`src/rtl/zz_pkg.sv`:
```
package zz_pkg;
  typedef enum logic {DIR_L2R = 1'b0, DIR_R2L = 1'b1} dir_e;
endpackage

```
`src/rtl/zz_corner_mark.sv`:
```
module zz_corner_mark #(
  parameter int W = 16
) (
  input  logic [W-1:0] cur_row,
  input  logic [W-1:0] above_row,
  output logic [W:0]   marks
);
  localparam int PW = W + 2;
  logic [PW-1:0] pc, pa;

  // padded rows: bit 0 = left border, bit PW-1 = right border
  assign pc = {1'b0, cur_row, 1'b0};
  assign pa = {1'b0, above_row, 1'b0};

  // marks[k] is the transition mark at padded column k+1
  for (genvar k = 0; k <= W; k++) begin : g_mark
    assign marks[k] = pc[k+1] ^ pc[k] ^ pa[k+1] ^ pa[k];
  end
endmodule

```
`src/rtl/zz_dir_align.sv`:
```
module zz_dir_align
  import zz_pkg::*;
#(
  parameter int W = 16
) (
  input  logic [W:0]   marks,
  input  dir_e         dir,
  output logic [W-1:0] row_out
);
  for (genvar x = 0; x < W; x++) begin : g_sel
    assign row_out[x] = (dir == DIR_R2L) ? marks[x+1] : marks[x];
  end
endmodule

```
`src/rtl/zz_frame_ctrl.sv`:
```
module zz_frame_ctrl
  import zz_pkg::*;
#(
  parameter int W = 16
) (
  input  logic         clk,
  input  logic         rst,
  input  logic         frame_start,
  input  logic         accept,
  input  logic [W-1:0] row_in,
  output logic [W-1:0] above_row,
  output dir_e         dir
);
  logic [W-1:0] prev_q;
  dir_e         dir_q;

  assign above_row = frame_start ? '0 : prev_q;
  assign dir       = frame_start ? DIR_L2R : dir_q;

  always_ff @(posedge clk) begin
    if (rst) begin
      prev_q <= '0;
      dir_q  <= DIR_L2R;
    end else if (accept) begin
      prev_q <= row_in;
      dir_q  <= (dir == DIR_L2R) ? DIR_R2L : DIR_L2R;
    end else if (frame_start) begin
      prev_q <= '0;
      dir_q  <= DIR_L2R;
    end
  end


  a_r8_parity_alternates: assert property (@(posedge clk) disable iff (rst)
    (accept && !frame_start) |=> (dir_q != $past(dir_q)));

  a_r5_idle_start_clears: assert property (@(posedge clk) disable iff (rst)
    (frame_start && !accept) |=> (prev_q == '0 && dir_q == DIR_L2R));

  a_r4_start_row_odd: assert property (@(posedge clk) disable iff (rst)
    (frame_start && accept) |=> (dir_q == DIR_R2L && prev_q == $past(row_in)));
endmodule

```
`src/rtl/zz_corner_enc.sv`:
```
module zz_corner_enc
  import zz_pkg::*;
#(
  parameter int W = 16
) (
  input  logic         clk,
  input  logic         rst,
  input  logic         frame_start,
  input  logic         in_valid,
  output logic         in_ready,
  input  logic [W-1:0] in_row,
  output logic         out_valid,
  input  logic         out_ready,
  output logic [W-1:0] out_corner
);
  logic         accept;
  logic [W-1:0] above_row;
  logic [W:0]   marks;
  logic [W-1:0] aligned;
  dir_e         dir;

  assign in_ready = !out_valid || out_ready;
  assign accept   = in_valid && in_ready;

  zz_frame_ctrl #(.W(W)) u_ctrl (
    .clk(clk), .rst(rst), .frame_start(frame_start), .accept(accept),
    .row_in(in_row), .above_row(above_row), .dir(dir)
  );

  zz_corner_mark #(.W(W)) u_mark (
    .cur_row(in_row), .above_row(above_row), .marks(marks)
  );

  zz_dir_align #(.W(W)) u_align (
    .marks(marks), .dir(dir), .row_out(aligned)
  );

  always_ff @(posedge clk) begin
    if (rst) begin
      out_valid  <= 1'b0;
      out_corner <= '0;
    end else if (accept) begin
      out_valid  <= 1'b1;
      out_corner <= aligned;
    end else if (out_ready) begin
      out_valid  <= 1'b0;
    end
  end


  a_r1_reset_idle: assert property (@(posedge clk) rst |=> !out_valid);

  a_r7_one_cycle: assert property (@(posedge clk) disable iff (rst)
    accept |=> out_valid);

  a_r6_hold_stable: assert property (@(posedge clk) disable iff (rst)
    (out_valid && !out_ready) |=> (out_valid && $stable(out_corner)));

  a_r4_blank_first_row: assert property (@(posedge clk) disable iff (rst)
    (accept && frame_start && in_row == '0) |=> (out_corner == '0));
endmodule

```
`config.mk`:
```
export PLATFORM = sky130hd
export DESIGN_NAME = zz_corner_enc
export DESIGN_NICKNAME = d
export VERILOG_FILES = /design/src/rtl/zz_pkg.sv /design/src/rtl/zz_corner_mark.sv /design/src/rtl/zz_dir_align.sv /design/src/rtl/zz_frame_ctrl.sv /design/src/rtl/zz_corner_enc.sv
export SDC_FILE = /design/constraint.sdc
export NUM_CORES = 1
export LEC_CHECK = 0
export BUFFER_PORTS_ARGS = -buffer_cell sky130_fd_sc_hd__buf_2
export CORE_UTILIZATION = 55
export CTS_BUF_LIST = sky130_fd_sc_hd__clkbuf_2 sky130_fd_sc_hd__clkbuf_4 sky130_fd_sc_hd__clkbuf_8
export DETAILED_ROUTE_END_ITERATION = 8
export GPL_ROUTABILITY_DRIVEN = 0
export PLACE_DENSITY = 0.79
export SLEW_MARGIN = 5
export SYNTH_ARGS = -nofsm -noshare
export SYNTH_HDL_FRONTEND = slang
export SYNTH_HIERARCHICAL = 1
export SYNTH_SLANG_ARGS = --single-unit
```
`constraint.sdc`:
```
create_clock -name clk -period 2.2 [get_ports clk]
set_clock_uncertainty 0.05 [all_clocks]
set_input_delay 0.55 -clock clk [delete_from_list [all_inputs] [get_ports clk]]
set_output_delay 0.55 -clock clk [all_outputs]
set_load 0.05 [all_outputs]
```
## Word level (Yosys, flattened, before mapping)

Cells that the tools add are included.

- Reductions and logical operators: 4
- Bitwise gates (word level): 47
- Multiplexer cells: 23

Operator list:

| cell | count |
|---|---|
| 1-bit XOR | 47 |
| 16-bit two-way mux | 2 |
| 1-bit two-way mux | 21 |
| 2-bit nonzero test | 1 |
| 1-bit logical AND | 1 |
| 1-bit logical NOT | 1 |
| 1-bit logical OR | 1 |

- Word-level logic and storage cells: 78
- Input port bits: 21
- Flip-flop bits (word level): 34

## Depth between registers and ports, before layout

- Word-level depth: 4
- Gate-level depth with buffers: 8
- Mapped depth without buffers: 6

## Cells and area by module

Netlist, hierarchy kept.

Modules (own cells, without submodules):

| module | cells an instance | sequential area each (um2) | area each (um2) | instances |
|---|---|---|---|---|
| zz_corner_enc | 79 | 340.3 | 799.5 | 1 |
| zz_frame_ctrl | 76 | 340.3 | 720.7 | 1 |
| zz_corner_mark | 31 | 0.0 | 271.5 | 1 |
| zz_dir_align | 18 | 0.0 | 249.0 | 1 |

## Worst setup path before layout

No wires, ideal clock.

- Path kind: register to register
- Start point: reg out_valid
- End point: reg u_ctrl.dir_q
- Clock period less this slack: 2.115 ns
- Slack: 0.085 ns
- Library setup time: 0.067 ns
- Cell stages (with the launch flop): 8
- Arrival: 1.998 ns
- Cells stage by stage: dfxtp_1 nand2b_4 buf_6 buf_2 and2_1 buf_6 or4b_4 o21ai_2

- Cells in the longest elaborated chain, start to end: 4

RTL lines:

| element | RTL line | source |
|---|---|---|
| from (decl) | zz_corner_enc.sv:12 | `output logic out_valid,` |
| from (signal assigned) | zz_corner_enc.sv:40 | `out_valid <= 1'b0;` |
| from (signal assigned) | zz_corner_enc.sv:43 | `out_valid <= 1'b1;` |
| from (signal assigned) | zz_corner_enc.sv:46 | `out_valid <= 1'b0;` |
| 1-bit logical NOT | zz_corner_enc.sv:22 | `assign in_ready = !out_valid \|\| out_ready;` |
| 1-bit logical OR | zz_corner_enc.sv:22 |  |
| via in_ready | zz_corner_enc.sv:10 | `output logic in_ready,` |
| 1-bit logical AND | zz_corner_enc.sv:23 | `assign accept = in_valid && in_ready;` |
| via accept | zz_corner_enc.sv:16 | `logic accept;` |
| 1-bit two-way mux | zz_frame_ctrl.sv:24 | `end else if (accept) begin` |
| to (signal assigned) | zz_frame_ctrl.sv:26 | `dir_q <= (dir == DIR_L2R) ? DIR_R2L : DIR_L2R;` |
| to (decl) | zz_frame_ctrl.sv:15 | `dir_e dir_q;` |

The timed path passes the listed nets, and every way through them passes these cells.
A chain may end at the register's enable or synchronous reset.

## Worst setup path after layout

- Start point: in frame_start
- End point: reg out_corner[10]

- Cells in the longest elaborated chain, start to end: 4
- Elaborated cells between the ends (all ways): 7
- Classes of those cells: mux: 3; bitwise: 4

RTL lines:

| element | RTL line | source |
|---|---|---|
| from (decl) | zz_corner_enc.sv:8 | `input logic frame_start,` |
| 16-bit two-way mux | - |  |
| via above_row[10] | zz_corner_enc.sv:17 | `logic [W-1:0] above_row;` |
| 1-bit XOR (2 in a row) | zz_corner_mark.sv:17 | `assign marks[k] = pc[k+1] ^ pc[k] ^ pa[k+1] ^ pa[k];` |
| via marks[10] | zz_corner_enc.sv:18 | `logic [W:0] marks;` |
| 1-bit two-way mux | zz_dir_align.sv:11 | `assign row_out[x] = (dir == DIR_R2L) ? marks[x+1] : marks[x];` |
| via aligned[10] | zz_corner_enc.sv:19 | `logic [W-1:0] aligned;` |
| to (signal assigned) | zz_corner_enc.sv:44 | `out_corner <= aligned;` |
| to (decl) | zz_corner_enc.sv:14 | `output logic [W-1:0] out_corner` |

The timed path passes the listed nets, and every way through them passes these cells.

==> flow_summary.json <==
{
  "yosysTopAreaCellShare": 0.334,
  "max_freq_mhz": 570,
  "h-tree-depth": 2,
  "placed_cell_area_sq_um": 2210,
  "io_buffers": 38,
  "max_cap_viol_count": 0,
  "drtIter0Drc": 99,
  "grt_setup_unrepaired": "no",
  "avgSynthCellArea_sq_um": 10.0,
  "worst_r2r_endpoint": "out_corner[5]",
  "layout_commonest_cell": "buf_2",
  "clkSinkCount": 34,
  "holdPathStages": 3,
  "path_class": "in2reg",
  "cts-root-buf": "clkbuf_8",
  "syn_nets": 225,
  "startpoint_type": "primary input",
  "synth_area_leader_cell": "dfxtp_1",
  "seq_power_share": 0.400,
  "slew_viol_final": 0,
  "grt_pass1_wl_microns": 6340,
  "synth_cell_type_count": 25,
  "r2r_cells": 6,
  "grt_overflow_total": 0,
  "fp-row-count": 21,
  "drive_above_1_share": 0.374,
  "final_cell_mix": "38 x buf_2, 34 x dfxtp_1, 17 x xnor2_1",
  "hold_class": "in2reg",
  "min_from": "in_row[14]",
  "antenna_cells_inserted": 0,
  "critPathArrivalTime_ns": 1.88,
  "endpoint_kind": "register",
  "synth_warnings": 6,
  "hold_end": "u_ctrl/prev_q[14]",
  "wire_per_inst_microns": 13.3,
  "grt_max_degree": 34,
  "reg2reg_from": "u_ctrl/prev_q[4]",
  "first_global_vias": 1319,
  "ys_ff_latch": 34,
  "vias": 1494,
  "syn_to_final_growth_pct": 13.9,
  "p_int_uw": 1170,
  "sw_frac_of_total": 0.306,
  "dieArea_sq_um": 3960,
  "synth_edf_count": 0,
  "synthFlopType": "dfxtp_1",
  "instances_no_fill": 284,
  "placed_cells": 276,
  "netlist_instances": 204,
  "worst_slew_pin_slew_ns": 0.405,
  "slowest_delay_ns": 0.34,
  "setup_viol_count_final": 0,
  "cts_max_path_buffers": 2,
  "post_cts_buffers": 0,
  "synth_area_leaders": "dfxtp_1 33%, mux2_4 7.4%, xnor2_1 7.3%",
  "tritoncts": "done",
  "fin_util": 0.675,
  "finalNetCount": 258,
  "dr.pass1.iters": 4,
  "clock_power_share": 0.318,
  "postCtsHoldBufs": 0,
  "fin_crit_ns": 1.75,
  "power_density_nw_per_um2": 727,
  "slew-limit-headroom": 0.729,
  "final_area_sq_um": 2320,
  "crit_chain": "buf_2, nor2b_1, xnor2_1, xor2_1, mux2_4, nand3_1, a21oi_2",
  "synth_seq_area_share": 0.334,
  "critPathSlowestCell": "xnor2_1",
  "leakage_uw": 0.000954,
  "ios": 39,
  "start_util": 0.593,
  "wl_microns": 3790,
  "globalRouteTotalUtil": 0.208,
  "postRouteAntennaNets": 0,
  "finalCritPeriodShare": 0.797,
  "core_sq_um": 3440,
  "cts_buffers": 5,
  "dieHeight_microns": 62.9,
  "dpl.hpwl_microns": 2620,
  "ir_drop_uv": 426,
  "reg2reg_slack_ns": 0.68,
  "hold_violations": 0,
  "netlist_area_sq_um": 2040,
  "pwr-share-comb": 0.282,
  "cp.required_ns": 2.32,
  "via_per_inst": 5.26,
  "route.detailed.drc": 0,
  "antenna_found_initial": 0,
  "clk_latency_ns": 0.29,
  "status": "finished clean",
  "synthArstFlopShare": 0,
  "tns_ns": 0,
  "crit_fanout": 18,
  "die_w_microns": 62.9,
  "clkSlewWorstSetupHoldPaths_ns": 0.07,
  "cts_resized": 0,
  "power_switching_uw": 517
}
## registers in the layout, summed over array words and instances, names as in the netlist
name and cells:
u_ctrl/dir_q 1, out_valid 1, u_ctrl/prev_q 16, out_corner 16
## worst max-delay path: cells and delay by family
kind                   cells  cell delay, ns
buffers and inverters      1            0.28
multiplexers               1            0.28
AND/OR/NAND/NOR            2            0.22
AO/OA/AOI/OAI              1            0.06
XOR/XNOR                   2            0.47
## worst max path at each step
stage / cells past startpoint / end / start
floorplan: 7 / u_ctrl/dir_q / out_valid
global placement: 7 / out_corner[9] / frame_start
detailed placement: 7 / out_corner[8] / frame_start
CTS: 7 / out_corner[5] / frame_start
global route: 7 / out_corner[10] / frame_start
finish: 7 / out_corner[10] / frame_start
## layer usage
metal / wire, microns / global-route usage / part of all wire
met1: 1860 / 0.283 / 0.49
met2: 1720 / 0.305 / 0.45
met3: 166 / 0.0748 / 0.044
met4: 36 / 0.0610 / 0.0095
met5: 0 / 0 / 0
## power groups by stage
| stage | combinational, uW | clock, uW | sequential [uW] |
|---|---|---|---|
| final | 476 | 538 | 677 |
| after global routing | 511 | 587 | 681 |
| after CTS | 478 | 548 | 677 |
| after detailed placement | 474 | 0 | 690 |
| after global placement | 468 | 0 | 688 |
| after floorplan | 291 | 0 | 786 |
## cell families after synthesis
family	share of synthesized area
AND/OR/NAND/NOR	0.144
AO/OA/AOI/OAI	0.213
flip-flops	0.334
XOR/XNOR	0.133
buffers and inverters	0.0693
multiplexers	0.107
## stage by stage
stage	hold slack [ns]	setup WS [ns]	total power [uW]
final	0.464	0.446	1690
after global routing	0.474	0.333	1780
after CTS	0.457	0.460	1700
after detailed placement	0.514	0.169	1160
after global placement	0.509	0.198	1160
after floorplan	0.505	0.0848	1080
## Yosys cell counts (all sizes together) (2+ instances only)
| cell type | n |
|---|---|
| a21bo | 16 |
| a21oi | 17 |
| buf | 14 |
| clkbuf | 4 |
| dfxtp | 34 |
| inv | 2 |
| mux2 | 16 |
| nand2 | 15 |
| nand2b | 2 |
| nand3 | 16 |
| nor2b | 17 |
| o2bb2ai | 16 |
| xnor2 | 17 |
| xor2 | 14 |
## layout make-up
class | instances | area, sq um
Fill cell | 292 | 1120
Inverter | 2 | 7.51
Sequential cell | 34 | 681
Tap cell | 46 | 57.6
Timing Repair Buffer | 44 | 248
Clock buffer | 8 | 110
Multi-Input combinational cell | 150 | 1220
(Power assumes the default switching activity.)
